==> config.mk <==
export PLATFORM = sky130hd
export DESIGN_NAME = prr_freeze_ctrl
export DESIGN_NICKNAME = d
export VERILOG_FILES = /design/src/rtl/prr_pkg.sv /design/src/rtl/prr_seq.sv /design/src/rtl/prr_flags.sv /design/src/rtl/prr_csr.sv /design/src/rtl/prr_freeze_ctrl.sv
export SDC_FILE = /design/constraint.sdc
export NUM_CORES = 1
export LEC_CHECK = 0
export ABC_AREA = 1
export BUFFER_PORTS_ARGS = -buffer_cell sky130_fd_sc_hd__buf_2
export CAP_MARGIN = 40
export CORE_MARGIN = 4
export CORE_UTILIZATION = 25
export CTS_CLUSTER_SIZE = 30
export DETAILED_ROUTE_END_ITERATION = 7
export REMOVE_ABC_BUFFERS = 1
export SKIP_LAST_GASP = 1
export SLEW_MARGIN = 20
export SYNTH_ARGS = -nofsm -noshare
export SYNTH_HDL_FRONTEND = slang
export SYNTH_SLANG_ARGS = --single-unit
==> constraint.sdc <==
create_clock -name clk -period 1.3 [get_ports clk]
set_input_delay 0.065 -clock clk [delete_from_list [all_inputs] [get_ports clk]]
set_output_delay 0.065 -clock clk [all_outputs]
set_load 0.05 [all_outputs]
==> src/rtl/prr_pkg.sv <==
package prr_pkg;

    typedef enum logic [1:0] {
        ST_RUN    = 2'd0,
        ST_STOP   = 2'd1,
        ST_FROZEN = 2'd2,
        ST_START  = 2'd3
    } prr_state_e;

    localparam int unsigned ADDR_W = 2;

    localparam logic [ADDR_W-1:0] A_STATUS  = 2'd0;
    localparam logic [ADDR_W-1:0] A_CTRL    = 2'd1;
    localparam logic [ADDR_W-1:0] A_ILLEGAL = 2'd2;
    localparam logic [ADDR_W-1:0] A_IEN     = 2'd3;

    localparam int unsigned CB_FREEZE   = 0;
    localparam int unsigned CB_UNFREEZE = 1;
    localparam int unsigned CB_RESET    = 2;

    localparam int unsigned SB_FROZEN  = 0;
    localparam int unsigned SB_RUNNING = 1;
    localparam int unsigned SB_BUSY    = 2;

endpackage

==> src/rtl/prr_seq.sv <==
module prr_seq
    import prr_pkg::*;
(
    input  logic clk,
    input  logic rst,
    input  logic freeze_cmd,
    input  logic unfreeze_cmd,
    input  logic reset_cmd,
    input  logic stop_ack,
    input  logic start_ack,
    output logic stop_req,
    output logic start_req,
    output logic frozen,
    output logic running,
    output logic busy,
    output logic region_rst
);

    typedef struct packed {
        prr_state_e st;
        logic       rrst;
    } seq_regs_t;

    seq_regs_t seq_d, seq_q;

    always_comb begin
        seq_d      = seq_q;
        seq_d.rrst = reset_cmd;
        unique case (seq_q.st)
            ST_RUN:    if (freeze_cmd)   seq_d.st = ST_STOP;
            ST_STOP:   if (stop_ack)     seq_d.st = ST_FROZEN;
            ST_FROZEN: if (unfreeze_cmd) seq_d.st = ST_START;
            ST_START:  if (start_ack)    seq_d.st = ST_RUN;
            default:                     seq_d.st = ST_RUN;
        endcase
    end

    always_ff @(posedge clk) begin
        if (rst) begin
            seq_q.st   <= ST_RUN;
            seq_q.rrst <= 1'b0;
        end else begin
            seq_q <= seq_d;
        end
    end

    assign stop_req   = (seq_q.st == ST_STOP);
    assign start_req  = (seq_q.st == ST_START);
    assign frozen     = (seq_q.st == ST_FROZEN);
    assign running    = (seq_q.st == ST_RUN);
    assign busy       = stop_req | start_req;
    assign region_rst = seq_q.rrst;

endmodule

==> src/rtl/prr_flags.sv <==
module prr_flags #(
    parameter int unsigned N = 3
) (
    input  logic         clk,
    input  logic         rst,
    input  logic [N-1:0] illegal_in,
    input  logic [N-1:0] clr_mask,
    input  logic         ien_we,
    input  logic [N-1:0] ien_wdata,
    output logic [N-1:0] sticky,
    output logic [N-1:0] ien,
    output logic         irq
);

    typedef struct packed {
        logic [N-1:0] sticky;
        logic [N-1:0] ien;
    } flag_regs_t;

    flag_regs_t flg_d, flg_q;

    for (genvar i = 0; i < N; i++) begin : g_bit
        // a new report outranks a clear aimed at the same bit
        always_comb begin
            flg_d.sticky[i] = (flg_q.sticky[i] & ~clr_mask[i]) | illegal_in[i];
            flg_d.ien[i]    = ien_we ? ien_wdata[i] : flg_q.ien[i];
        end
    end

    always_ff @(posedge clk) begin
        if (rst) begin
            flg_q <= '0;
        end else begin
            flg_q <= flg_d;
        end
    end

    assign sticky = flg_q.sticky;
    assign ien    = flg_q.ien;
    assign irq    = |(flg_q.sticky & flg_q.ien);

endmodule

==> src/rtl/prr_csr.sv <==
module prr_csr
    import prr_pkg::*;
#(
    parameter int unsigned DATA_W = 32,
    parameter int unsigned N      = 3
) (
    input  logic              clk,
    input  logic              rst,
    input  logic [ADDR_W-1:0] addr,
    input  logic              rd,
    input  logic              wr,
    input  logic [DATA_W-1:0] wdata,
    input  logic              frozen,
    input  logic              running,
    input  logic              busy,
    input  logic [N-1:0]      sticky,
    input  logic [N-1:0]      ien,
    output logic              freeze_cmd,
    output logic              unfreeze_cmd,
    output logic              reset_cmd,
    output logic [N-1:0]      clr_mask,
    output logic              ien_we,
    output logic [N-1:0]      ien_wdata,
    output logic [DATA_W-1:0] rdata
);

    typedef struct packed {
        logic [DATA_W-1:0] rdata;
    } csr_regs_t;

    csr_regs_t csr_d, csr_q;

    logic wr_ctrl;

    always_comb begin
        wr_ctrl      = wr && (addr == A_CTRL);
        freeze_cmd   = wr_ctrl && wdata[CB_FREEZE];
        unfreeze_cmd = wr_ctrl && wdata[CB_UNFREEZE];
        reset_cmd    = wr_ctrl && wdata[CB_RESET];
        clr_mask     = (wr && (addr == A_ILLEGAL)) ? wdata[N-1:0] : '0;
        ien_we       = wr && (addr == A_IEN);
        ien_wdata    = wdata[N-1:0];
    end

    always_comb begin
        csr_d.rdata = '0;
        if (rd) begin
            unique case (addr)
                A_STATUS: begin
                    csr_d.rdata[SB_FROZEN]  = frozen;
                    csr_d.rdata[SB_RUNNING] = running;
                    csr_d.rdata[SB_BUSY]    = busy;
                end
                A_ILLEGAL: csr_d.rdata[N-1:0] = sticky;
                A_IEN:     csr_d.rdata[N-1:0] = ien;
                default:   csr_d.rdata = '0;
            endcase
        end
    end

    always_ff @(posedge clk) begin
        if (rst) begin
            csr_q <= '0;
        end else begin
            csr_q <= csr_d;
        end
    end

    assign rdata = csr_q.rdata;

endmodule

==> src/rtl/prr_freeze_ctrl.sv <==
module prr_freeze_ctrl
    import prr_pkg::*;
#(
    parameter int unsigned NUM_BRIDGES = 3,
    parameter int unsigned DATA_W      = 32
) (
    input  logic                   clk,
    input  logic                   rst,
    input  logic [ADDR_W-1:0]      csr_addr,
    input  logic                   csr_rd,
    input  logic                   csr_wr,
    input  logic [DATA_W-1:0]      csr_wdata,
    output logic [DATA_W-1:0]      csr_rdata,
    output logic                   irq,
    output logic                   stop_req,
    input  logic                   stop_ack,
    output logic                   start_req,
    input  logic                   start_ack,
    output logic                   region_rst,
    output logic                   frz_status,
    output logic                   unfrz_status,
    output logic [NUM_BRIDGES-1:0] bridge_freeze,
    input  logic [NUM_BRIDGES-1:0] bridge_illegal
);

    logic                   freeze_cmd, unfreeze_cmd, reset_cmd;
    logic                   frozen, running, busy;
    logic [NUM_BRIDGES-1:0] clr_mask, ien_wdata, sticky, ien;
    logic                   ien_we;

    prr_csr #(.DATA_W(DATA_W), .N(NUM_BRIDGES)) u_csr (
        .clk          (clk),
        .rst          (rst),
        .addr         (csr_addr),
        .rd           (csr_rd),
        .wr           (csr_wr),
        .wdata        (csr_wdata),
        .frozen       (frozen),
        .running      (running),
        .busy         (busy),
        .sticky       (sticky),
        .ien          (ien),
        .freeze_cmd   (freeze_cmd),
        .unfreeze_cmd (unfreeze_cmd),
        .reset_cmd    (reset_cmd),
        .clr_mask     (clr_mask),
        .ien_we       (ien_we),
        .ien_wdata    (ien_wdata),
        .rdata        (csr_rdata)
    );

    prr_seq u_seq (
        .clk          (clk),
        .rst          (rst),
        .freeze_cmd   (freeze_cmd),
        .unfreeze_cmd (unfreeze_cmd),
        .reset_cmd    (reset_cmd),
        .stop_ack     (stop_ack),
        .start_ack    (start_ack),
        .stop_req     (stop_req),
        .start_req    (start_req),
        .frozen       (frozen),
        .running      (running),
        .busy         (busy),
        .region_rst   (region_rst)
    );

    prr_flags #(.N(NUM_BRIDGES)) u_flags (
        .clk        (clk),
        .rst        (rst),
        .illegal_in (bridge_illegal),
        .clr_mask   (clr_mask),
        .ien_we     (ien_we),
        .ien_wdata  (ien_wdata),
        .sticky     (sticky),
        .ien        (ien),
        .irq        (irq)
    );

    for (genvar b = 0; b < NUM_BRIDGES; b++) begin : g_frz
        assign bridge_freeze[b] = frozen;
    end

    assign frz_status   = frozen;
    assign unfrz_status = running;

endmodule

Word level (Yosys, flattened, before mapping)
Index checks and enable logic that the tools add are counted.

storage, ports and cells
  input port bits = 43
  word-level logic and storage cells = 46
  flip-flop bits (word level) = 41
  output and inout port bits = 41

cells by class
  mux-type cells = 7
  reduce and logical (&&, ||, !) cells = 11
  bitwise gates (word level) = 12
  equality and inequality tests = 10

operators by type and width
  kind                                            number
  one-hot mux 3 bit (3 select lines)              1
  == test 2 bit (second input constant)           4
  2-to-1 mux 2 bit                                4
  != test 2 bit (second input constant)           4
  one-hot mux 2 bit (4 select lines)              1
  logical AND 1 bit                               6
  == test 2 x 1 -> 1 bit (second input constant)  2
  logical NOT 2 bit                               2
  inverter 1 bit                                  4
  OR 1 bit                                        4
  AND reduction 4 bit                             1
  bitwise AND 1 bit                               3
  bitwise AND 3 bit                               1
  2-to-1 mux 3 bit                                1
  OR reduction 3 bit                              1
  OR reduction 2 bit                              1

Depth between registers and ports, before layout
  word-level depth = 6
  mapped depth = 9
  depth with buffers taken out = 9

Modules after synthesis
From an unflattened synthesis, not the netlist that was laid out.

unflattened totals
  cells, all modules = 142
  area, all modules = 940.9 um^2

modules (own cells, without submodules)
  module           cells each  instances  sequential area each (um^2)  area an instance (um^2)
  prr_csr          72          1          60.1                         461.7
  prr_flags        33          1          120.1                        230.2
  prr_seq          34          1          60.1                         226.5
  prr_freeze_ctrl  3           1          0.0                          22.5

Worst setup path after synthesis
OpenSTA, ideal clock, no wires.

  kind = reg-to-reg
  from = reg u_seq.seq_q[1] (netlist bit)
  to = reg u_seq.seq_q[2] (netlist bit)
  arrival = 1,327 ps
  data required time = 1,190 ps
  slack = -136 ps
  cell stages (with the launch flop) = 8
  period minus slack after synthesis = 1,436 ps
  library setup time = 110 ps
  cells stage by stage = dfxtp_1 inv_1 ha_1 nand2_1 nand3_1 nand2_1 inv_1 nor2_1

on the way
  longest elaborated chain between the ends = 3
  elaborated cells on any way between the ends = 10
  those cells by class = eq/ne: 7; mux: 1; reduce/logical: 2

ends and longest elaborated chain
  item                           RTL line               RTL
  from (decl)                    prr_seq.sv:24          seq_regs_t seq_d, seq_q;
  from (signal assigned)         prr_seq.sv:43          seq_q <= seq_d;
  == test 2 bit *                n/a
  via frz_status                 prr_freeze_ctrl.sv:20  output logic frz_status,
  != test 2 bit (no line)        n/a
  AND reduction 4 bit (no line)  n/a

The timed path passes the listed nets; every way through them passes the cells marked *.
A chain may end at the register's enable or synchronous reset.

Worst setup path in the final report
  from = reg u_seq.seq_q[1] (netlist bit)
  to = out bridge_freeze[2]

on the way
  longest elaborated chain between the ends = 1

ends and longest elaborated chain
  item           RTL line               RTL
  == test 2 bit  prr_seq.sv:49          assign frozen = (seq_q.st == ST_FROZEN);
  to (decl)      prr_freeze_ctrl.sv:22  output logic [NUM_BRIDGES-1:0] bridge_freeze,

Every way passes these cells.

==> results_dict.tcl <==
set metrics [dict create \
    drtAntennaViolNets 0 \
    cellLeakagePower_nw 0.542 \
    rows 21 \
    floorplan.die_area_sq_um 4490 \
    cts_htree_levels 1 \
    max-vdd-ir-drop_mv 0.366 \
    die-height_um 67.0 \
    end_kind "output pin" \
    worst_ep_arrival_time_ps 1180 \
    hp-class "input pin to flop" \
    synth.lib_cells_used.distinct 16 \
    fmax_achieved_mhz 801 \
    fraction_of_layout_cells_with_a_size_suffix_above_1 0.216 \
    tns_ps 0 \
    cp.required_ps 1240 \
    io_pins 84 \
    worst_clock_skew_ps 3.04 \
    wl_per_cell_um 8.74 \
    tritoncts_num_sinks 12 \
    detailedPlacementHpwl_um 1450 \
    die_x_um 67.0 \
    syn-cell-area_sq_um 870 \
    dp_slack_ps 95.8 \
    design.final.nets 196 \
    worstHoldPathCells 3 \
    finalHoldWorstSlack_ps 25.2 \
    post_synth_inst_count 123 \
    clk_latency_ps 270 \
    core-area_sq_um 3340 \
    ys_top_cells_by_area "sky130_fd_sc_hd__dfxtp_1 28%, sky130_fd_sc_hd__buf_4 28%, sky130_fd_sc_hd__inv_1 9.5%" \
    synth.yosys.warnings 0 \
    critPathLaunchType "flop" \
    drt-pass1-iter-count 4 \
    fin_worst_setup_slack_ps 51.0 \
    power.internal_uw 793 \
    reg2regPathDepth 9 \
    grt_max_degree 9 \
    max-clock-path-buffers 2 \
    tritoncts.num_buffers 3 \
    synth.yosys.seq_area_share 0.276 \
    timing_max_transition_violations_final 0 \
    setup.worst_path.start "u_seq.seq_q[1]" \
    synth_top_cell_by_area "sky130_fd_sc_hd__dfxtp_1" \
    critPathKind "flop to output pin" \
    final_common_cell "sky130_fd_sc_hd__conb_1" \
    number_of_global_route_vias_before_repair 615 \
    timing.rr.start "u_seq.seq_q[2]" \
    start_util 0.261 \
    grt_usage 0.0747 \
    antenna_violations_before_repair 0 \
    detail_route.drc_violations 0 \
    most_frequent_cells_in_the_layout "29 x sky130_fd_sc_hd__conb_1, 22 x sky130_fd_sc_hd__inv_1, 20 x sky130_fd_sc_hd__buf_2" \
    power_frac_clock 0.181 \
    power.density_nw_per_um2 1690 \
    num_vias 714 \
    cts_root_buffer "sky130_fd_sc_hd__clkbuf_4" \
    grt_setup_unrepaired "true" \
    route.detailed.vias_per_inst 3.68 \
    first_pass_grt_wire_length_um 2480 \
    cts_tree "yes" \
    antennaDiodeCount 0 \
    synthesis.area_per_instance_sq_um 7.07 \
    finalSetupViolations 0 \
    cts.reportedPaths.clkPinSlew_ps 80 \
    drt_wl_total_um 1700 \
    combPwrFrac 0.553 \
    power_switching_share 0.517 \
    power.switching_uw 847 \
    final_period_demand_of_the_worst_path_ps 1250 \
    routabilityCongestion 0.777 \
    post_dp_cell_area_sq_um 906 \
    portion_of_total_power_attributed_to_sequential_cells 0.265 \
    max-cap-violations 0 \
    status "completed" \
    crit_fanout 7 \
    area_delta_synth_final_pct 11.4 \
    yosys_register_bits 12 \
    yosys.area.top_type_share 0.276 \
    drt_first_iter_violations 10 \
    global_route.overflow_total 0 \
    finalCritPeriodShare 0.961 \
    final_cell_area_sq_um 968 \
    hold_viol 0 \
    buffer_ports.inserted 25 \
    hold_start "bridge_illegal[2]" \
]
-- layout make-up --
cell class	count	area (sq um)
inverters	23	87.6
clock buffers	4	36.3
repair buffers	26	148
multi-input cells	83	398
fillers	393	2370
flip-flops and latches	12	241
well taps	46	57.6
-- flip-flops by register name (all words and copies together), names as in the netlist --
register          count
u_csr.rdata           3
u_flags.ien           3
u_flags.sticky        3
u_seq.seq_q           2
u_seq.region_rst      1
-- kinds of logic (layout without fill, tap and decap cells) --
family          count (synthesis)  after routing  share of synthesized area
other cells                     1             29                    0.00431
compound gates                 18             18                      0.111
flops                          12             12                      0.276
buf+inv                        56             53                      0.390
fa+ha+maj                       4              4                     0.0576
simple gates                   32             32                      0.161
-- cell usage after synthesis --
library cell                n
sky130_fd_sc_hd__a31oi_1    1
sky130_fd_sc_hd__o211ai_1   2
sky130_fd_sc_hd__clkinv_2   1
sky130_fd_sc_hd__nand3_1    9
sky130_fd_sc_hd__buf_4     32
sky130_fd_sc_hd__inv_1     22
sky130_fd_sc_hd__conb_1     1
sky130_fd_sc_hd__ha_1       4
sky130_fd_sc_hd__a21oi_1    7
sky130_fd_sc_hd__o21ai_0    8
sky130_fd_sc_hd__nor3_1     1
sky130_fd_sc_hd__buf_6      1
sky130_fd_sc_hd__nor2_1     2
sky130_fd_sc_hd__nand4_1    3
sky130_fd_sc_hd__dfxtp_1   12
sky130_fd_sc_hd__nand2_1   17
-- routing by layer --
metal,track usage,vias to the layer above,routed length (um),part of all wire
li1,-,376,-,-
met1,0.0782,305,691,0.41
met2,0.124,29,809,0.48
met3,0.0253,4,146,0.086
met4,0.0532,0,47,0.028
met5,0,-,0,0
-- power groups by stage --
stage	registers (mW)	logic, mW	clock network, mW
global route	0.441	0.975	0.324
CTS	0.432	0.911	0.307
detailed placement	0.441	0.865	0
global placement	0.440	0.865	0
floorplan	0.452	0.711	0
finish	0.435	0.908	0.297
-- through the flow --
stage / instances / utilization / power (mW)
2_1_floorplan: 118 / - / 1.16
3_3_place_gp: 189 / 0.271 / 1.30
3_5_place_dp: 189 / 0.271 / 1.31
4_1_cts: 194 / 0.290 / 1.65
5_1_grt: 194 / 0.290 / 1.74
6_report: 194 / 0.290 / 1.64
-- worst max-delay path, stage by stage (launching register included) --
cell and delay, ps:
sky130_fd_sc_hd__dfxtp_1 330, sky130_fd_sc_hd__inv_1 110, sky130_fd_sc_hd__ha_2 260, sky130_fd_sc_hd__buf_4 220
-- repair_timing --
item,in CTS,in global routing
pin swaps,0,0
resized for setup,6,1
buffers inserted,0,0
hold endpoints to repair,2,0
hold buffers,1,0
setup endpoints to repair,5,4
-- path summary, 6_finish.rpt --
kind                        to  slack [ps]
min          u_flags.sticky[2]          30
min reg2reg     u_flags.ien[2]         470
max reg2reg     u_seq.seq_q[2]         110
max           bridge_freeze[2]          50
Power figures use the tool's default switching activity.
